--- src/rtl/pxf_pkg.sv ---
package pxf_pkg;

    localparam int unsigned PIX_W = 24;
    localparam int unsigned CTL_W = 3;

    // One sampled input cycle.
    typedef struct packed {
        logic [PIX_W-1:0] pix;
        logic             de;
        logic             hs;
        logic             vs;
        logic [CTL_W-1:0] ctl;
    } pxf_in_t;

    // One output beat as held in the output registers.
    typedef struct packed {
        logic [PIX_W-1:0] even;
        logic [PIX_W-1:0] odd;
        logic             de;
        logic             hs;
        logic             vs;
        logic [CTL_W-1:0] ctl;
        logic             valid;
    } pxf_beat_t;

    function automatic logic [PIX_W-1:0] pix_or_zero(input logic en, input logic [PIX_W-1:0] p);
        return en ? p : '0;
    endfunction

endpackage

--- src/rtl/pxf_pairer.sv ---
module pxf_pairer
    import pxf_pkg::*;
(
    input  logic      clk,
    input  logic      rst,
    input  logic      dual,
    input  pxf_in_t   smp,
    output pxf_beat_t beat_q
);

    logic             ph_q;       // next cycle is a beat slot (dual mode)
    logic             prev_de_q;
    logic             hold_vld_q;
    logic [PIX_W-1:0] hold_q;
    logic             line_start;
    logic             beat_now;
    pxf_beat_t        beat_d;

    assign line_start = smp.de && !prev_de_q;
    assign beat_now   = !dual || (ph_q && !line_start);

    always_comb begin
        beat_d       = beat_q;
        beat_d.valid = beat_now;
        if (beat_now) begin
            beat_d.hs  = smp.hs;
            beat_d.vs  = smp.vs;
            beat_d.ctl = smp.ctl;
            if (!dual) begin
                beat_d.even = pix_or_zero(smp.de, smp.pix);
                beat_d.odd  = '0;
                beat_d.de   = smp.de;
            end else if (hold_vld_q) begin
                beat_d.even = hold_q;
                beat_d.odd  = pix_or_zero(smp.de, smp.pix);
                beat_d.de   = 1'b1;
            end else begin
                beat_d.even = '0;
                beat_d.odd  = '0;
                beat_d.de   = 1'b0;
            end
        end
    end

    always_ff @(posedge clk) begin
        if (rst) begin
            ph_q       <= 1'b0;
            prev_de_q  <= 1'b0;
            hold_vld_q <= 1'b0;
            hold_q     <= '0;
            beat_q     <= '0;
        end else begin
            prev_de_q <= smp.de;
            ph_q      <= dual ? !beat_now : 1'b0;
            beat_q    <= beat_d;
            if (beat_now) begin
                hold_vld_q <= 1'b0;
            end else if (smp.de) begin
                hold_q     <= smp.pix;
                hold_vld_q <= 1'b1;
            end
        end
    end

endmodule

--- src/rtl/pxf_stagger.sv ---
module pxf_stagger
    import pxf_pkg::*;
#(
    parameter bit HAS_STAGGER = 1'b1
) (
    input  logic             clk,
    input  logic             rst,
    input  logic             enable,
    input  logic [PIX_W-1:0] odd_in,
    output logic [PIX_W-1:0] odd_out
);

    generate
        if (HAS_STAGGER) begin : g_dly
            logic [PIX_W-1:0] dly_q;
            always_ff @(posedge clk) begin
                if (rst) dly_q <= '0;
                else     dly_q <= odd_in;
            end
            assign odd_out = enable ? dly_q : odd_in;
        end else begin : g_pass
            logic unused_ok;
            assign unused_ok = &{1'b0, clk, rst, enable};
            assign odd_out   = odd_in;
        end
    endgenerate

endmodule

--- src/rtl/pxf_drive.sv ---
module pxf_drive (
    input  logic beat_vld,
    input  logic beat_de,
    input  logic gate_de,
    input  logic pd_n,
    input  logic rise_sel,
    output logic clk_en,
    output logic oe_main,
    output logic oe_keep,
    output logic phase_rise
);

    assign clk_en     = beat_vld && (!gate_de || beat_de);
    assign oe_main    = pd_n;
    assign oe_keep    = 1'b1;
    assign phase_rise = rise_sel;

endmodule

--- src/rtl/dual_pixel_formatter.sv ---
module dual_pixel_formatter
    import pxf_pkg::*;
#(
    parameter bit HAS_STAGGER = 1'b1
) (
    input  logic             clk,
    input  logic             rst,
    input  logic             cfg_dual,
    input  logic             cfg_gate_de,
    input  logic             cfg_stagger_n,
    input  logic             cfg_rise,
    input  logic             drv_pd_n,
    input  logic             in_de,
    input  logic             in_hs,
    input  logic             in_vs,
    input  logic [CTL_W-1:0] in_ctl,
    input  logic [PIX_W-1:0] in_pix,
    output logic [PIX_W-1:0] even_bus,
    output logic [PIX_W-1:0] odd_bus,
    output logic             out_valid,
    output logic             out_de,
    output logic             out_hs,
    output logic             out_vs,
    output logic [CTL_W-1:0] out_ctl,
    output logic             clk_en,
    output logic             phase_rise,
    output logic             oe_main,
    output logic             oe_keep
);

    pxf_in_t   smp;
    pxf_beat_t beat_q;

    assign smp = '{pix: in_pix, de: in_de, hs: in_hs, vs: in_vs, ctl: in_ctl};

    pxf_pairer u_pair (
        .clk    (clk),
        .rst    (rst),
        .dual   (cfg_dual),
        .smp    (smp),
        .beat_q (beat_q)
    );

    pxf_stagger #(.HAS_STAGGER(HAS_STAGGER)) u_stag (
        .clk     (clk),
        .rst     (rst),
        .enable  (cfg_dual && !cfg_stagger_n),
        .odd_in  (beat_q.odd),
        .odd_out (odd_bus)
    );

    pxf_drive u_drv (
        .beat_vld   (beat_q.valid),
        .beat_de    (beat_q.de),
        .gate_de    (cfg_gate_de),
        .pd_n       (drv_pd_n),
        .rise_sel   (cfg_rise),
        .clk_en     (clk_en),
        .oe_main    (oe_main),
        .oe_keep    (oe_keep),
        .phase_rise (phase_rise)
    );

    assign even_bus  = beat_q.even;
    assign out_valid = beat_q.valid;
    assign out_de    = beat_q.de;
    assign out_hs    = beat_q.hs;
    assign out_vs    = beat_q.vs;
    assign out_ctl   = beat_q.ctl;

endmodule

--- config.mk ---
export PLATFORM = sky130hd
export DESIGN_NAME = dual_pixel_formatter
export DESIGN_NICKNAME = d
export VERILOG_FILES = /design/src/rtl/pxf_pkg.sv /design/src/rtl/pxf_pairer.sv /design/src/rtl/pxf_stagger.sv /design/src/rtl/pxf_drive.sv /design/src/rtl/dual_pixel_formatter.sv
export SDC_FILE = /design/constraint.sdc
export NUM_CORES = 1
export LEC_CHECK = 0
export ABC_AREA = 1
export BUFFER_PORTS_ARGS = -buffer_cell sky130_fd_sc_hd__buf_4
export CAP_MARGIN = 5
export CORE_ASPECT_RATIO = 1.5
export CORE_MARGIN = 2
export CORE_UTILIZATION = 45
export DETAILED_ROUTE_END_ITERATION = 12
export GPL_TIMING_DRIVEN = 1
export PLACE_DENSITY = 0.75
export SLEW_MARGIN = 0
export SYNTH_ARGS = -nofsm -noshare
export SYNTH_HDL_FRONTEND = slang
export SYNTH_SLANG_ARGS = --single-unit
--- constraint.sdc ---
create_clock -name clk -period 1.4 [get_ports clk]
set_input_delay 0.28 -clock clk [delete_from_list [all_inputs] [get_ports clk]]
set_output_delay 0.28 -clock clk [all_outputs]
set_load 0.01 [all_outputs]
Word-level counts from Yosys, hierarchy flattened
Index checks and enable logic that the tools add are counted.
Word-level totals
  register bits: 106
  input bits: 37
  output and inout port bits: 59
  logic and storage cells: 33
Cells by class
  muxes and demuxes: 4
  bitwise gates (word level): 2
  reduce and logical (&&, ||, !) cells: 15
Operators with widths (number)
  $mux 49: 2
  $mux 24: 2
  $logic_not 1->1: 6
  $logic_and 1x1->1: 4
  $reduce_or 2->1: 2
  $logic_or 1x1->1: 2
  $not 1->1: 2
  $reduce_and 2->1: 1

Longest topological paths before layout
  depth after elaboration: 7
  gate-level depth with buffers: 8
  mapped depth without buffers: 7

Cells and area by module
From an unflattened synthesis, not the netlist that was laid out.
Second synthesis, totals
  cell total of the unflattened synthesis: 693
  area total of the unflattened synthesis: 4665.7 sq um
By module, submodules not included
  pxf_pairer: times used 1, cells each 532, area each 3565.9 sq um, seq. area each 1641.6 sq um
  pxf_stagger: times used 1, cells each 152, area each 1047.3 sq um, seq. area each 480.5 sq um
  pxf_drive: times used 1, cells each 7, area each 42.5 sq um, seq. area each 0.0 sq um
  dual_pixel_formatter: times used 1, cells each 2, area each 10.0 sq um, seq. area each 0.0 sq um

Worst setup path before layout
No wires, ideal clock.
  path kind: input port to output port
  from: in cfg_dual
  to: out odd_bus[20]
  arrival time: 1.213 ns
  data required time: 1.120 ns
  path slack: -0.093 ns
  stages: 6
  buffers on the path: 3
  path through: buf_4 -> inv_2 -> or2_1 -> buf_6 -> buf_6 -> a21oi_1
On the way
  cells in the longest elaborated chain, start to end: 2
Ends and longest elaborated chain
  start, declared: RTL line dual_pixel_formatter.sv:8  | input logic cfg_dual,
  $logic_and 1x1->1: RTL line dual_pixel_formatter.sv:47  | .enable (cfg_dual && !cfg_stagger_n),
  $mux 24: RTL line pxf_stagger.sv:20  | assign odd_out = enable ? dly_q : odd_in;
  end, declared: RTL line dual_pixel_formatter.sv:19  | output logic [PIX_W-1:0] odd_bus,
Every way passes these cells.

Worst setup path after layout
  from: in cfg_dual
  to: out odd_bus[18]
Same word-level chain as after synthesis.

==> results_dict.tcl <==
set metrics [dict create \
    status "finished with violations" \
    violations "setup timing" \
    n_antenna_cell 0 \
    fin_area_mm2 0.00638 \
    synth_seq_cells 106 \
    syn_to_final_growth_pct 32.7 \
    final_core_util 0.609 \
    r2r_slack_ps 80 \
    avgRoutedWirePerCell_um 13.5 \
    endpoint_kind "primary output" \
    cts_tree "done" \
    gp_congestion 0.869 \
    reg2reg_to "u_pair.hold_vld_q" \
    dieArea_mm2 0.0115 \
    fmax_ghz 0.653 \
    cts_sinks 106 \
    core-area_mm2 0.0105 \
    wl_um 12200 \
    vias 4292 \
    crit_start "cfg_dual" \
    initial_utilization 0.459 \
    clk_latency_ps 340 \
    fill_cells 935 \
    final_nets 796 \
    yosys.area.top_type "dfxtp_1" \
    yosys_warnings 0 \
    ctsHoldBuffers 0 \
    power.total_uw 6860 \
    post_dp_cell_area_mm2 0.00560 \
    cp.required_ps 1120 \
    hold_ws_ps 163 \
    powerDensity_mw_per_mm2 1080 \
    rsz0062_at_grt "yes" \
    pre_cts_ws_ps -292 \
    die_x_um 88.4 \
    fp-row-count 46 \
    ir_drop_uv 800 \
    synthesis.nets 732 \
    cp.arrival_ps 1250 \
    syn_avg_cell_area_um2 6.92 \
    synth_area_leaders "dfxtp_1 (44%), nand2_1 (18%), nor2_1 (7.6%), inv_1 (7.4%), buf_4 (5.3%)" \
    antenna_found_initial 0 \
    initialDrtViolationCount 258 \
    finalClockSkew_ps 9.35 \
    post-route-period-util 1.09 \
    grt_pass1_wl_um 18400 \
    dpl.hpwl_um 7560 \
    die_y_um 131 \
    slew_violations 0 \
    worst_pin_slew_ps 531 \
    ys_seq_area_frac 0.441 \
    drc_errors 0 \
    rr_worst_depth 9 \
    hold_violations 0 \
    regArea_mm2 0.00212 \
    r2r_start "u_pair.prev_de_q" \
    via_per_inst 4.73 \
    root_buffer "clkbuf_16" \
    grt_pass1_vias 3912 \
    yosysUniqueCellTypes 28 \
    yosysTopAreaCellShare 0.441 \
    setup_viol 24 \
    dr.pass1.iters 5 \
    crit_type "input port to primary output" \
    drv_cap 0 \
    cts_buffers 9 \
    crit_path_end "odd_bus[18]" \
    critPathLaunchType "input port" \
    cp_max_fo 11 \
    overflow 0 \
    cts_htree_levels 3 \
    port_buffers 90 \
    p_leak_uw 0.00309 \
    path_clk_slew_ps 70 \
    setup_slack_ps -131 \
    synthCells 695 \
    cts.path.max_buffers 2 \
    multi_input_area_mm2 0.00220 \
    final_antenna_net_count 0 \
    fin_crit_ps 1530 \
    drive_gt1_frac 0.259 \
    hp-class "input port to register" \
    grt_max_degree 53 \
    grt_use_total 0.201 \
    syn_area_mm2 0.00481 \
    relSlewSlack 0.646 \
    io_pins 96 \
]
[placed cells by master, fill, tap and decap left out, drive strengths merged]
| cell | instances |
|---|---|
| nand3 | 10 |
| clkinvlp | 1 |
| or2 | 1 |
| inv | 102 |
| nand4 | 25 |
| a21boi | 1 |
| o22ai | 23 |
| nand2 | 228 |
| o21a | 1 |
| clkbuf | 14 |
| buf | 118 |
| clkinv | 2 |
| dfxtp | 106 |
| bufinv | 2 |
| nor3 | 1 |
| nor2 | 102 |
| a21oi | 25 |
| o21ai | 1 |
| conb | 1 |
[synth_stat cells (all sizes together)]
cell    count
o22ai      23
nand4      25
nor3        1
nor2       99
conb        1
nand2     228
nand3      10
a21oi      25
inv       100
clkinv      1
o21ai       1
or2         1
dfxtp     106
o21a        1
a21boi      1
buf        59
clkbuf     13
[through the flow]
stage                     std cells  TNS (ps)
after global routing            908     -3090
after global placement          877    -17020
after detailed placement        877    -18520
final                           908     -1830
after floorplan                 695         0
after CTS                       898     -1580
[cell families after synthesis]
group,share of synthesized area
AND/OR/NAND/NOR,0.306
flip-flops,0.441
other,0.000780
AO/OA/AOI/OAI,0.0765
buffers and inverters,0.175
[worst max-delay path, stage by stage]
cell,delay (ps)
buf_8,80
inv_4,30
or2_4,330
buf_12,190
nor2_2,140
a21oi_4,50
buf_4,140
[worst min path at each step]
stage | slack (ps) | depth (start not counted) | end | from
finish | 160 | 3 | u_pair.beat_q[4] | in_vs
global route | 180 | 3 | u_pair.beat_q[1] | in_ctl[0]
CTS | 160 | 3 | u_pair.beat_q[4] | in_vs
detailed placement | 440 | 2 | u_stag.g_dly.dly_q[23] | u_pair.beat_q[30]
global placement | 430 | 2 | u_stag.g_dly.dly_q[17] | u_pair.beat_q[24]
floorplan | 420 | 2 | u_pair.beat_q[1] | in_ctl[0]
[what timing repair did]
action,in CTS,in global routing
buffers inserted,2,4
pin swaps,4,7
setup endpoints to repair,72,79
gates resized for setup,30,41
gates cloned,3,7
[layer usage]
layer  GRT usage  vias up  wire length (µm)
met3      0.0352       13               579
met4      0.0606        0               173
met1       0.263     1965              5290
met5           0        -                 0
met2       0.338      121              6190
li1            -     2193                 -
[flip-flops by register name, indices dropped and copies added (netlist names)]
name                count
u_pair.beat_q          55
u_pair.hold_q          24
u_pair.hold_vld_q       1
u_pair.ph_q             1
u_pair.prev_de_q        1
u_stag.g_dly.dly_q     24
[power by group]
part | switching (µW) | internal [µW] | total, µW
Sequential | 38.8 | 3110 | 3150
Clock | 1100 | 1570 | 2670
Combinational | 580 | 461 | 1040
Total | 1720 | 5150 | 6860
[layout make-up]
cell class,instances,share of cell area
clock buffers,10,0.0359
clock inverters,6,0.0141
inverters,101,0.0598
multi-input cells,419,0.344
flip-flops and latches,106,0.333
well taps,144,0.0282
repair buffers,122,0.185
Note: power is estimated with default switching activity, not from simulation.
